===== config.mk =====
export PLATFORM = sky130hd
export DESIGN_NAME = dac_dbl_bank
export DESIGN_NICKNAME = d
export VERILOG_FILES = /design/src/rtl/dac_bank_pkg.sv /design/src/rtl/dac_word_fmt.sv /design/src/rtl/dac_chan.sv /design/src/rtl/dac_dbl_bank.sv
export SDC_FILE = /design/constraint.sdc
export NUM_CORES = 1
export LEC_CHECK = 0
export BUFFER_PORTS_ARGS = -buffer_cell sky130_fd_sc_hd__buf_4
export CORE_MARGIN = 2
export CORE_UTILIZATION = 61
export DETAILED_ROUTE_END_ITERATION = 10
export PLACE_DENSITY = 0.83
export REMOVE_ABC_BUFFERS = 1
export SLEW_MARGIN = 20
export SYNTH_ARGS = -nofsm -noshare
export SYNTH_HDL_FRONTEND = slang
export SYNTH_SLANG_ARGS = --single-unit

===== constraint.sdc =====
create_clock -name clk -period 3.5 [get_ports clk]
set_input_delay 0.875 -clock clk [delete_from_list [all_inputs] [get_ports clk]]
set_output_delay 0.875 -clock clk [all_outputs]
set_load 0.005 [all_outputs]

===== src/rtl/dac_bank_pkg.sv =====
package dac_bank_pkg;
   localparam int unsigned CODE_W_DEF = 14;
   localparam int unsigned CHANNELS_DEF = 8;

   // Midscale (zero-volt) offset-binary code for a given width
   function automatic logic [31:0] midscale(input int unsigned w);
      return 32'd1 << (w - 1);
   endfunction
endpackage


===== src/rtl/dac_word_fmt.sv =====
module dac_word_fmt #(
   parameter int unsigned W = 14
) (
   input  logic         twos_sel,
   input  logic [W-1:0] din,
   output logic [W-1:0] dout
);
   generate
      if (W < 2) begin : g_bad_w
         $error("dac_word_fmt: W must be at least 2");
      end
   endgenerate

   // Adding half-scale to a two's-complement word flips only the sign bit
   always_comb begin
      dout = din;
      if (twos_sel) dout[W-1] = ~din[W-1];
   end
endmodule


===== src/rtl/dac_chan.sv =====
module dac_chan #(
   parameter int unsigned W      = 14,
   parameter int unsigned ADDR_W = 3,
   parameter int unsigned IDX    = 0
) (
   input  logic              clk,
   input  logic              rst,
   input  logic              cs_n,
   input  logic              wr_n,
   input  logic              ld_n,
   input  logic [ADDR_W-1:0] addr,
   input  logic [W-1:0]      word,
   output logic              wr_hit,
   output logic [W-1:0]      out_q
);
   localparam logic [W-1:0] MID = W'(dac_bank_pkg::midscale(W));
   localparam logic [ADDR_W-1:0] MY_ADDR = ADDR_W'(IDX);

   logic [W-1:0] in_q;
   logic [W-1:0] in_nxt;

   assign wr_hit = !cs_n && !wr_n && (addr == MY_ADDR);
   assign in_nxt = wr_hit ? word : in_q;

   // Staging stage
   always_ff @(posedge clk) begin
      if (rst) in_q <= MID;
      else     in_q <= in_nxt;
   end

   // Code stage: the next staging value feeds it, which gives flow-through
   always_ff @(posedge clk) begin
      if (rst)        out_q <= MID;
      else if (!ld_n) out_q <= in_nxt;
   end

   p_in_hold_r2: assert property (@(posedge clk) disable iff (rst)
      (cs_n || wr_n) |=> $stable(in_q));
   p_out_hold_r3: assert property (@(posedge clk) disable iff (rst)
      ld_n |=> $stable(out_q));
   p_load_copy_r5: assert property (@(posedge clk) disable iff (rst)
      (!ld_n && (cs_n || wr_n)) |=> out_q == $past(in_q));
   p_flow_thru_r4: assert property (@(posedge clk) disable iff (rst)
      (!cs_n && !wr_n && !ld_n && addr == MY_ADDR) |=> out_q == $past(word));
endmodule


===== src/rtl/dac_dbl_bank.sv =====
module dac_dbl_bank #(
   parameter int unsigned CODE_W   = 14,
   parameter int unsigned CHANNELS = 8
) (
   input  logic                           clk,
   input  logic                           rst,
   input  logic                           cs_n,
   input  logic                           wr_n,
   input  logic                           ld_n,
   input  logic                           clr_n,
   input  logic                           twos_sel,
   input  logic [$clog2(CHANNELS)-1:0]    addr,
   input  logic [CODE_W-1:0]              bus_data,
   output logic [CHANNELS*CODE_W-1:0]     dac_code
);
   localparam int unsigned ADDR_W = $clog2(CHANNELS);
   localparam logic [CODE_W-1:0] MID = CODE_W'(dac_bank_pkg::midscale(CODE_W));

   generate
      if (CHANNELS < 2 || (1 << ADDR_W) != CHANNELS) begin : g_bad_ch
         $error("dac_dbl_bank: CHANNELS must be a power of two, at least 2");
      end
   endgenerate

   logic [CODE_W-1:0]   word;
   logic [CHANNELS-1:0] hits;

   dac_word_fmt #(.W(CODE_W)) fmt_i (
      .twos_sel(twos_sel), .din(bus_data), .dout(word)
   );

   genvar g;
   generate
      for (g = 0; g < CHANNELS; g++) begin : g_ch
         logic [CODE_W-1:0] held;
         dac_chan #(.W(CODE_W), .ADDR_W(ADDR_W), .IDX(g)) chan_i (
            .clk(clk), .rst(rst), .cs_n(cs_n), .wr_n(wr_n), .ld_n(ld_n),
            .addr(addr), .word(word), .wr_hit(hits[g]), .out_q(held)
         );
         // Clear masks the output only; the held code survives
         assign dac_code[g*CODE_W +: CODE_W] = clr_n ? held : MID;
      end
   endgenerate

   p_one_target_r8: assert property (@(posedge clk) disable iff (rst)
      $onehot0(hits));
   p_write_needs_strobe_r2: assert property (@(posedge clk) disable iff (rst)
      (cs_n || wr_n) |-> hits == '0);
endmodule


* Yosys cells after proc, flatten, opt, wreduce, memory -nomap -nowiden
Cells that the tools add are included.
** Word-level totals
- Bits in registers :: 224
- Input bits :: 24
- Logic and storage cells :: 53
** Operators by class
- Equal/unequal tests :: 7
- Muxes and demuxes :: 17
- Bitwise logic cells :: 1
- Reductions and logical operators :: 12
** Operator list (number)
- $mux W14 :: 16
- $eq A3 B3 Y1 const B :: 4
- $logic_and A1 B1 Y1 :: 9
- $eq A3 B2 Y1 const B :: 2
- $eq A3 B1 Y1 const B :: 1
- $logic_not A3 Y1 :: 1
- $logic_not A1 Y1 :: 2
- $mux W1 :: 1
- $not A1 Y1 :: 1

* Depth between registers and ports, before layout
Gate-level depths: netlist (run 1).
- Word-level depth :: 4
- Gate-level depth with buffers :: 6

* Hierarchy
A second synthesis (run 1) with hierarchy kept.
** Unflattened totals
- Cells, all modules :: 1043
- Area total of the unflattened synthesis :: 9890.7 um2
** By module, submodules not included
- dac_chan (g_ch[3].chan_i ...) :: instances 3, cells an instance 113, area an instance 1158.6 um2
- dac_chan (g_ch[1].chan_i ...) :: instances 3, cells an instance 113, area an instance 1106.1 um2
- dac_chan (g_ch[0].chan_i) :: instances 1, cells an instance 113, area an instance 1114.8 um2
- dac_chan (g_ch[7].chan_i) :: instances 1, cells an instance 114, area an instance 1106.1 um2
- dac_dbl_bank :: instances 1, cells an instance 124, area an instance 769.5 um2
- dac_word_fmt :: instances 1, cells an instance 14, area an instance 106.4 um2

* Least setup slack after synthesis (run 1)
Ideal clock, no wire load.
- Path type :: input -> output
- Start :: input port clr_n
- End :: output port dac_code[100]
- Arrival time :: 1.488 ns
- Required time :: 2.625 ns
- Setup slack :: 1.137 ns
- Stages :: 3
- Buffers on the path :: 2
- Cell sequence :: clkbuf_1 > clkbuf_1 > and2_1
** Between the ends
- Longest elaborated chain between the ends :: 1
** Ends and longest elaborated chain
- start: declaration :: line dac_dbl_bank.sv:10 : input logic clr_n,
- $mux W14 :: line dac_dbl_bank.sv:41 : assign dac_code[g*CODE_W +: CODE_W] = clr_n ? held : MID;
- end: declaration :: line dac_dbl_bank.sv:14 : output logic [CHANNELS*CODE_W-1:0] dac_code
No other way between the ends.

* Worst setup path in the final report (run 1)
- Start :: input port clr_n
- End :: output port dac_code[44]
Same word-level chain as after synthesis.

==> metrics.txt, run 1 <==
status completed; Cell Area, Synth 0.009153 mm2; die height ~130 um; DP Wirelength 12,780 um; EDFF count, synth 0; Synth cell types 28; hold_buf cts 0; GRT overflow 0; clock-pin slew on the worst setup and hold paths about 0.06 ns; Final Max Slew Viols 0; first-pass GRT wire length roughly 36,000 um; Reg-to-Reg End g_ch[0].chan_i.out_q[7]$_SDFFE_PP0N_; crit path launch type input port; Tot GR Track Use 0.2712; Crit Path Max Fanout 62; die width roughly 130 um; Cell Pwr Density about 520 mW/mm2; critical path capture point type output pin; worst skew pair latency 0.49 ns; Pwr Total 5.584 mW; I/O Pins 136; setup violators final 0; H-Tree Level Count 1; nets@finish 1,110; CTS buffer count 22; Port Buf Inserts ~140; Achievable Freq 0.3727 GHz; final core occ 0.7358; arrival time worst endpoint 1.81 ns; first-pass detailed-route iteration total 5; Reg2Reg Setup Slack roughly 2.6 ns; Post-synth ARST share 0; CTS resizes 0; fin crit period 2.683 ns; CTS tree built; Routed wire per std cell around 18 um; CP most frequent cell buf_4; Critical R2R Launch g_ch[0].chan_i.in_q[7]$_SDFF_PP0_; CP bufs+invs 3; vias in the first global route 7,176; Post-Synthesis Cells a little over 1,000; Worst Setup SP clr_n; root buf cell clkbuf_16; worst-margin pin slew 0.9676 ns; Core Area 0.01459 mm2; RSZ-0062 raised after global routing false; Pleak ~4.0 nW; DRC viols 0; Antenna diodes 0; post-CTS setup buffer count 0; top cell type's share of synthesized area 0.4900; peak supply drop 0.3444 mV; clk buf depth 3; Vias 7,864; Final Hold Slack 0.4593 ns; Seq/Total Area, Yosys 0.4900; Layout Skew around 0.0054 ns; Area Growth Syn to Fin 17.29%; die area 0.01600 mm2; yosys warns 0; Place WS between 0.7 and 0.8 ns; Routed WL 22,770 um; initial core utilization 0.6274; share of cells above drive strength 1 0.2027; cells along the critical path buf_4 > buf_12 > and2_1 > buf_4; setup TNS 0 ns; worst slew margin relative to its limit 0.3550; vias per std cell 6.125; Tightest Hold Check Type reg -> reg; Final ANT Viol Nets 0; Detailed Route Iter0 Violations ~800; Crit path required time 2.62 ns; CP delay by family, top buffers and inverters; main flop type after synthesis dfxtp_1; CTS sink count 224; largest cells by area after synthesis dfxtp_1 (49%), a311oi_1 (10%), and2_1 (7.2%); leading area contributor after synthesis dfxtp_1; initial antenna violation count 0; worst setup path endpoint dac_code[44]; Hold Fails Final Rpt 0; WP depth 4; Final WS setup between 0.8 and 0.9 ns; Max Cap Violations 0; CP max-delay cell buf_4; FF-to-FF path depth 2; synthesized area per cell 8.886 um2; Site Rows 44; Crit path largest cell delay 0.36 ns; Final GP Congestion 0.7871; #FFs+latches synth 224; largest net degree at the start of global routing 106; Final period util 0.7666; WS Path Type in -> out
[sequential cells by signal (all words and copies together), names as in the netlist]
signal and count:
g_ch.chan_i.out_q 112, g_ch.chan_i.in_q 112
[power by group]
part	internal [mW]	switching (mW)
logic	0.180	0.307
clock network	1.47	0.948
registers	2.63	0.0431
total	4.29	1.30
[cells in the mapped netlist, drive strengths merged (8+ instances only)]
| library cell | count |
|---|---|
| o21bai | 8 |
| nor3 | 9 |
| clkbuf | 64 |
| nand2b | 10 |
| a21oi | 120 |
| o31ai | 8 |
| a311oi | 104 |
| nand3 | 104 |
| and2 | 105 |
| buf | 56 |
| o21ai | 104 |
| dfxtp | 224 |
| nor2 | 105 |
[layer usage]
metal	GRT usage	wire length [um]
met1	0.3875	10120
met2	0.4335	10610
met3	0.03880	1690
met4	0.07240	339
met5	0	0
[kinds of logic after synthesis]
family	after synthesis	share of synthesized area
buf+inv	121	0.07068
simple gates	340	0.1943
flops	224	0.4900
xor+xnor	1	0.001778
compound gates	344	0.2433
[area by class of cell]
class	instances	area (um2)
fill	1130	3854
sequential	224	4484
timing repair buffer	152	1220
tap	184	230.2
inverter	1	8.758
clock buffer	34	676.9
multi-input combinational	685	4043
clock inverter	4	72.57
[placed cells by master (no fill, tap or decap)]
master      instances
clkbuf_8            6
buf_4             145
a311oi_1          104
nor2_2              1
nand2_1             1
nor3b_4             1
nor2_1            104
or3_2               1
o21bai_1            8
clkbuf_1            5
or3b_2              1
nand3_1           104
clkinv_2            1
bufinv_16           2
xor2_2              1
inv_6               1
dfxtp_1           224
clkinvlp_4          1
nor2b_2             1
nor3_2              8
buf_12              6
nand2b_1            8
clkbuf_16          23
o31ai_1             8
o21ai_0            30
nand2b_2            2
and2b_1             1
or2_1               1
o21ai_2            20
a21oi_1           120
and2_1            105
o21ai_1            54
buf_6               1
nor3_4              1
[through the flow]
| step | instance area, um2 | std cells |
|---|---|---|
| detailed placement | 9986 | 1246 |
| global placement | 9986 | 1246 |
| floorplan | 8509 | 910 |
| finish | 10740 | 1284 |
| global route | 10740 | 1284 |
| CTS | 10740 | 1284 |
[worst reg2reg max path, stage by stage (launching register included)]
cell	delay, ns
dfxtp_1	0.31
o21ai_0	0.11
a311oi_1	0.36
[worst min path at each step]
| stage | startpoint | to | slack, ns | cells past startpoint |
|---|---|---|---|---|
| final | g_ch[5].chan_i.in_q[10]$_SDFF_PP0_ | g_ch[5].chan_i.in_q[10]$_SDFF_PP0_ | 0.46 | 2 |
| after global placement | g_ch[6].chan_i.out_q[13]$_SDFFE_PP1N_ | g_ch[6].chan_i.out_q[13]$_SDFFE_PP1N_ | 0.44 | 2 |
| after global routing | g_ch[5].chan_i.in_q[10]$_SDFF_PP0_ | g_ch[5].chan_i.in_q[10]$_SDFF_PP0_ | 0.47 | 2 |
| after detailed placement | g_ch[5].chan_i.in_q[10]$_SDFF_PP0_ | g_ch[5].chan_i.in_q[10]$_SDFF_PP0_ | 0.45 | 2 |
| after floorplan | g_ch[0].chan_i.out_q[13]$_SDFFE_PP1N_ | g_ch[0].chan_i.out_q[13]$_SDFFE_PP1N_ | 0.43 | 2 |
| after CTS | g_ch[5].chan_i.in_q[9]$_SDFF_PP0_ | g_ch[5].chan_i.in_q[9]$_SDFF_PP0_ | 0.46 | 2 |
Power figures use the tool's default switching activity.
==> run 2, diff against run 1 <==
CORE_UTILIZATION = 51   (was 61)
PLACE_DENSITY = 0.73   (was 0.83)
clock period = 2.25 ns   (was 3.5 ns; I/O delays follow)
==> metrics.txt, run 2 (synthesis results as in run 1) <==
nets@finish approximately 1,100; Final WS setup ~0.37 ns; crit path launch type input port; Layout Skew 0.006776 ns; Tightest Hold Check Type in -> reg; Area Growth Syn to Fin 21.50%; Routed WL 23,350 um; Achievable Freq 0.5314 GHz; Final Max Slew Viols 0; Max Cap Violations 0; first-pass GRT wire length 37,120 um; die area around 0.019 mm2; worst setup path endpoint dac_code[105]; CTS buffer count 23; die height 138.0 um; share of cells above drive strength 1 0.2210; Pleak about 4.2 nW; commonest non-fill, non-tap cell in the layout dfxtp_1; CTS tree built; GRT overflow 0; hold_buf cts 0; Hold Path Cell Cnt 3; Pwr Total about 9.1 mW; Antenna diodes 0; Port Buf Inserts 135; Final Hold Slack 0.3971 ns; Cell Pwr Density 818.1 mW/mm2; Place WS 0.2867 ns; status completed; RSZ-0062 raised after global routing false; setup TNS 0 ns; H-Tree Level Count 1; root buf cell clkbuf_16; Routed wire per std cell approximately 17 um; DRC viols 0; DP Wirelength approximately 14,000 um; Crit Path Max Fanout 57; Core Area 0.01742 mm2; peak supply drop 0.5349 mV; die width 138.0 um; setup violators final 0; initial core utilization 0.5255; Critical R2R Launch g_ch[0].chan_i.in_q[6]$_SDFF_PP0_; fin area 0.01112 mm2; Hold Fails Final Rpt 0; first-pass detailed-route iteration total 4; worst skew pair latency 0.50 ns; Final ANT Viol Nets 0; clk buf depth 3; I/O Pins 136; Detailed Route Iter0 Violations 657; Vias a little under 8,000; clock-pin slew on the worst setup and hold paths approximately 0.060 ns; Cell Area, Placed 0.01029 mm2; Logic pwr share 0.089; Reg-to-Reg End g_ch[0].chan_i.out_q[6]$_SDFFE_PP0N_; fin crit period 1.882 ns; post-CTS setup buffer count 0; largest registers g_ch.chan_i.in_q (112), g_ch.chan_i.out_q (112); Sequential Power Share 0.457; WS Path Type in -> out; vias in the first global route around 7,100; worst slew margin relative to its limit 0.6170; Filler cells between 1,500 and 2,000; worst-margin pin slew 0.5740 ns; most frequent cells in the layout dfxtp_1 (224), buf_4 (154), a21oi_1 (120), and2_1 (105); Crit path required time ~1.7 ns; initial antenna violation count 0; sw frac 0.2336; Pint 6.973 mW; P_sw 2.125 mW; CTS resizes 0; Final GP Congestion 0.7590; Tot GR Track Use 0.2433; CTS sink count 224; FF-to-FF path depth 2; critical path capture point type output pin; Site Rows 48; largest net degree at the start of global routing 67; Reg2Reg Setup Slack 1.36 ns; Clock power frac 0.454; Final period util 0.8363; vias per std cell 5.828; arrival time worst endpoint between 1 and 1.5 ns; Worst Setup SP clr_n
## run 2: changes by cell type in the layout (fill, tap and decap cells not counted), sizes merged
cell	before	now
buf	152	170
bufinv	2	5
clkbuf	34	28
clkinv	1	6
clkinvlp	1	2
inv	1	2
## run 2: worst min path at each step
stage                                               start                               endpoint  slack, ns
detailed placement      g_ch[6].chan_i.in_q[7]$_SDFF_PP0_      g_ch[6].chan_i.in_q[7]$_SDFF_PP0_       0.45
floorplan           g_ch[0].chan_i.out_q[13]$_SDFFE_PP1N_  g_ch[0].chan_i.out_q[13]$_SDFFE_PP1N_       0.43
global placement    g_ch[1].chan_i.out_q[13]$_SDFFE_PP1N_  g_ch[1].chan_i.out_q[13]$_SDFFE_PP1N_       0.44
CTS                                           bus_data[4]      g_ch[6].chan_i.in_q[4]$_SDFF_PP0_       0.38
finish                                        bus_data[4]      g_ch[0].chan_i.in_q[4]$_SDFF_PP0_       0.40
global route                                  bus_data[7]      g_ch[1].chan_i.in_q[7]$_SDFF_PP0_       0.39
## run 2: layout make-up
class | count | area (um2) | share of cell area
Clock buffer | 28 | 624.3 | 0.05614
Clock inverter | 14 | 203.9 | 0.01834
Inverter | 1 | 8.758 | 0.0007876
Multi-Input combinational cell | 685 | 4050 | 0.3642
Sequential cell | 224 | 4484 | 0.4032
Tap cell | 225 | 281.5 | 0.02531
Timing Repair Buffer | 170 | 1468 | 0.1320
## run 2: critical path: stages
cell	delay, ns
buf_4	0.23
buf_12	0.23
and2_1	0.16
buf_4	0.11
## run 2: power by group through the flow
stage	clock network (mW)	registers, mW	logic (mW)
after floorplan	0	4.22	0.358
after global placement	0	4.25	0.797
after detailed placement	0	4.25	0.807
after CTS	4.17	4.16	0.810
after global routing	4.33	4.17	0.883
final	4.13	4.16	0.810
## run 2: per-stage QoR
stage | cells | utilization
3_5_place_dp | 1305 | 0.5909
5_1_grt | 1347 | 0.6385
2_1_floorplan | 910 | -
4_1_cts | 1347 | 0.6385
3_3_place_gp | 1305 | 0.5909
6_report | 1347 | 0.6385
## run 2: metal layers
metal | up-vias | wire (um) | global-route usage
li1 | 3864 | - | -
met1 | 3684 | 10550 | 0.3395
met2 | 265 | 10810 | 0.3927
met3 | 37 | 1532 | 0.03765
met4 | 0 | 464 | 0.06803
met5 | - | 0 | 0
==> run 3, diff against run 2 <==
clock period = 1.6 ns   (was 2.25 ns; I/O delays follow)
==> metrics.txt, run 3 (synthesis results as in run 1) <==
status completed; clk buf depth 3; first-pass GRT wire length 38,160 um; Detailed Route Iter0 Violations 665; RSZ-0062 raised after global routing false; initial core utilization 0.5255; Tightest Hold Check Type in -> reg; DRC viols 0; commonest non-fill, non-tap cell in the layout dfxtp_1; multi-input logic area 0.004050 mm2; fin area 0.01120 mm2; largest registers g_ch.chan_i.in_q (112), g_ch.chan_i.out_q (112); CP max-delay cell dfxtp_1; die width between 100 and 150 um; Reg2Reg Setup Slack 0.77 ns; Area Growth Syn to Fin 22.38%; post-CTS setup buffer count 0; Achievable Freq 0.6435 GHz; nets@finish 1,136; Hold Path Cell Cnt 3; share of cells above drive strength 1 0.2187; arrival time worst endpoint 1.15 ns; Final Hold Slack about 0.22 ns; clock-pin slew on the worst setup and hold paths roughly 0.060 ns; Site Rows 48; first-pass detailed-route iteration total 6; Reg-to-Reg End g_ch[0].chan_i.out_q[12]$_SDFFE_PP0N_; setup violators final 0; hold_buf cts 0; die height 138.0 um; critical path capture point type output pin; Crit Path Max Fanout 2; DP Wirelength about 14,000 um; cells along the critical path and2_1 > buf_4; Port Buf Inserts between 100 and 150; CTS resizes 0; die area 0.01903 mm2; Tot GR Track Use 0.2501; H-Tree Level Count 1; Reg area 0.004484 mm2; Pleak 4.187 nW; Final ANT Viol Nets 0; Vias 7,993; Crit path required time ~1.2 ns; CTS tree built; worst skew pair latency 0.51 ns; crit path launch type flip-flop; Max Cap Violations 0; CTS buffer count 23; FF-to-FF path depth 2; vias in the first global route 7,488; WHS Endpoint g_ch[0].chan_i.in_q[1]$_SDFF_PP0_; worst slew margin relative to its limit 0.6068; worst hold start bus_data[1]; GRT overflow 0; Routed wire per std cell 17.49 um; largest net degree at the start of global routing 63; initial antenna violation count 0; fin crit period 1.554 ns; Final GP Congestion about 0.76; Pwr Total between 10 and 15 mW; most frequent cells in the layout dfxtp_1 (224), buf_4 (149), a21oi_1 (120), and2_1 (105); Antenna diodes 0; WS Path Type reg -> out; CTS sink count about 220; Final Max Slew Viols 0; Cell Area, Placed between 0.01 and 0.015 mm2; I/O Pins 136; Crit path largest cell delay 0.34 ns; CP delay by family, top flip-flops; Routed WL 23,610 um; Hold Fails Final Rpt 0; worst-margin pin slew 0.5893 ns; root buf cell clkbuf_16; CP bufs+invs 1; Cell Pwr Density 1085 mW/mm2; vias per std cell just under 6; Final period util 0.9713; peak supply drop 0.7048 mV; Filler cells 1,453; Layout Skew just over 0.008 ns; Critical R2R Launch g_ch[0].chan_i.in_q[12]$_SDFF_PP0_; Core Area 0.01742 mm2
## run 3: cell types whose count changed in the layout (fill, tap and decap cells not counted)
cell,previous run,this run
buf_12,15,27
buf_4,154,149
bufinv_16,5,1
clkbuf_1,2,7
clkbuf_8,3,4
clkinv_2,6,2
clkinvlp_4,2,0
## run 3: worst max-delay path by stage
stage / from / endpoint / slack [ns] / cells after the start
floorplan: wr_n / g_ch[4].chan_i.out_q[0]$_SDFFE_PP0N_ / -1.06 / 3
global placement: addr[2] / g_ch[0].chan_i.out_q[9]$_SDFFE_PP0N_ / -0.15 / 5
detailed placement: addr[2] / g_ch[0].chan_i.out_q[10]$_SDFFE_PP0N_ / -0.20 / 5
CTS: g_ch[5].chan_i.out_q[0]$_SDFFE_PP0N_ / dac_code[70] / 0.04 / 2
global route: g_ch[5].chan_i.out_q[0]$_SDFFE_PP0N_ / dac_code[70] / 0.002 / 2
finish: g_ch[5].chan_i.out_q[0]$_SDFFE_PP0N_ / dac_code[70] / 0.05 / 2
## run 3: layout make-up
cell class | count | share of cell area
well taps | 225 | 0.02513
clock inverters | 4 | 0.004357
inverters | 1 | 0.0007820
multi-input cells | 685 | 0.3616
repair buffers | 177 | 0.1491
flip-flops and latches | 224 | 0.4004
clock buffers | 34 | 0.05865
## run 3: where the power goes
part           switching (mW)  total (mW)  leakage, nW  internal, mW
combinational           0.698        1.20         2.01         0.500
sequential             0.0906        5.85         1.83          5.76
clock                    2.12        5.10        0.347          2.98
total                    2.91        12.2         4.19          9.25
## run 3: per-layer routing
metal / GRT usage / wire length, um / vias to the layer above
met2: 0.4180 / 11340 / 264
met4: 0.07313 / 431 / 0
met1: 0.3336 / 10340 / 3791
met3: 0.04130 / 1503 / 43
met5: 0 / 0 / -
li1: - / - / 3895
## run 3: through the flow
step	setup slack (ns)	std cells	setup TNS, ns	util
3_3_place_gp	-0.1496	1312	-11.68	0.6026
2_1_floorplan	-1.062	910	-222.25	-
3_5_place_dp	-0.2034	1312	-14.78	0.6026
6_report	0.04599	1350	0	0.6431
4_1_cts	0.03546	1350	0	0.6431
5_1_grt	0.002188	1350	0	0.6431
## run 3: worst min-delay path: stages
cell	delay, ns
buf_4	0.14
nand3_1	0.08
a21oi_1	0.06
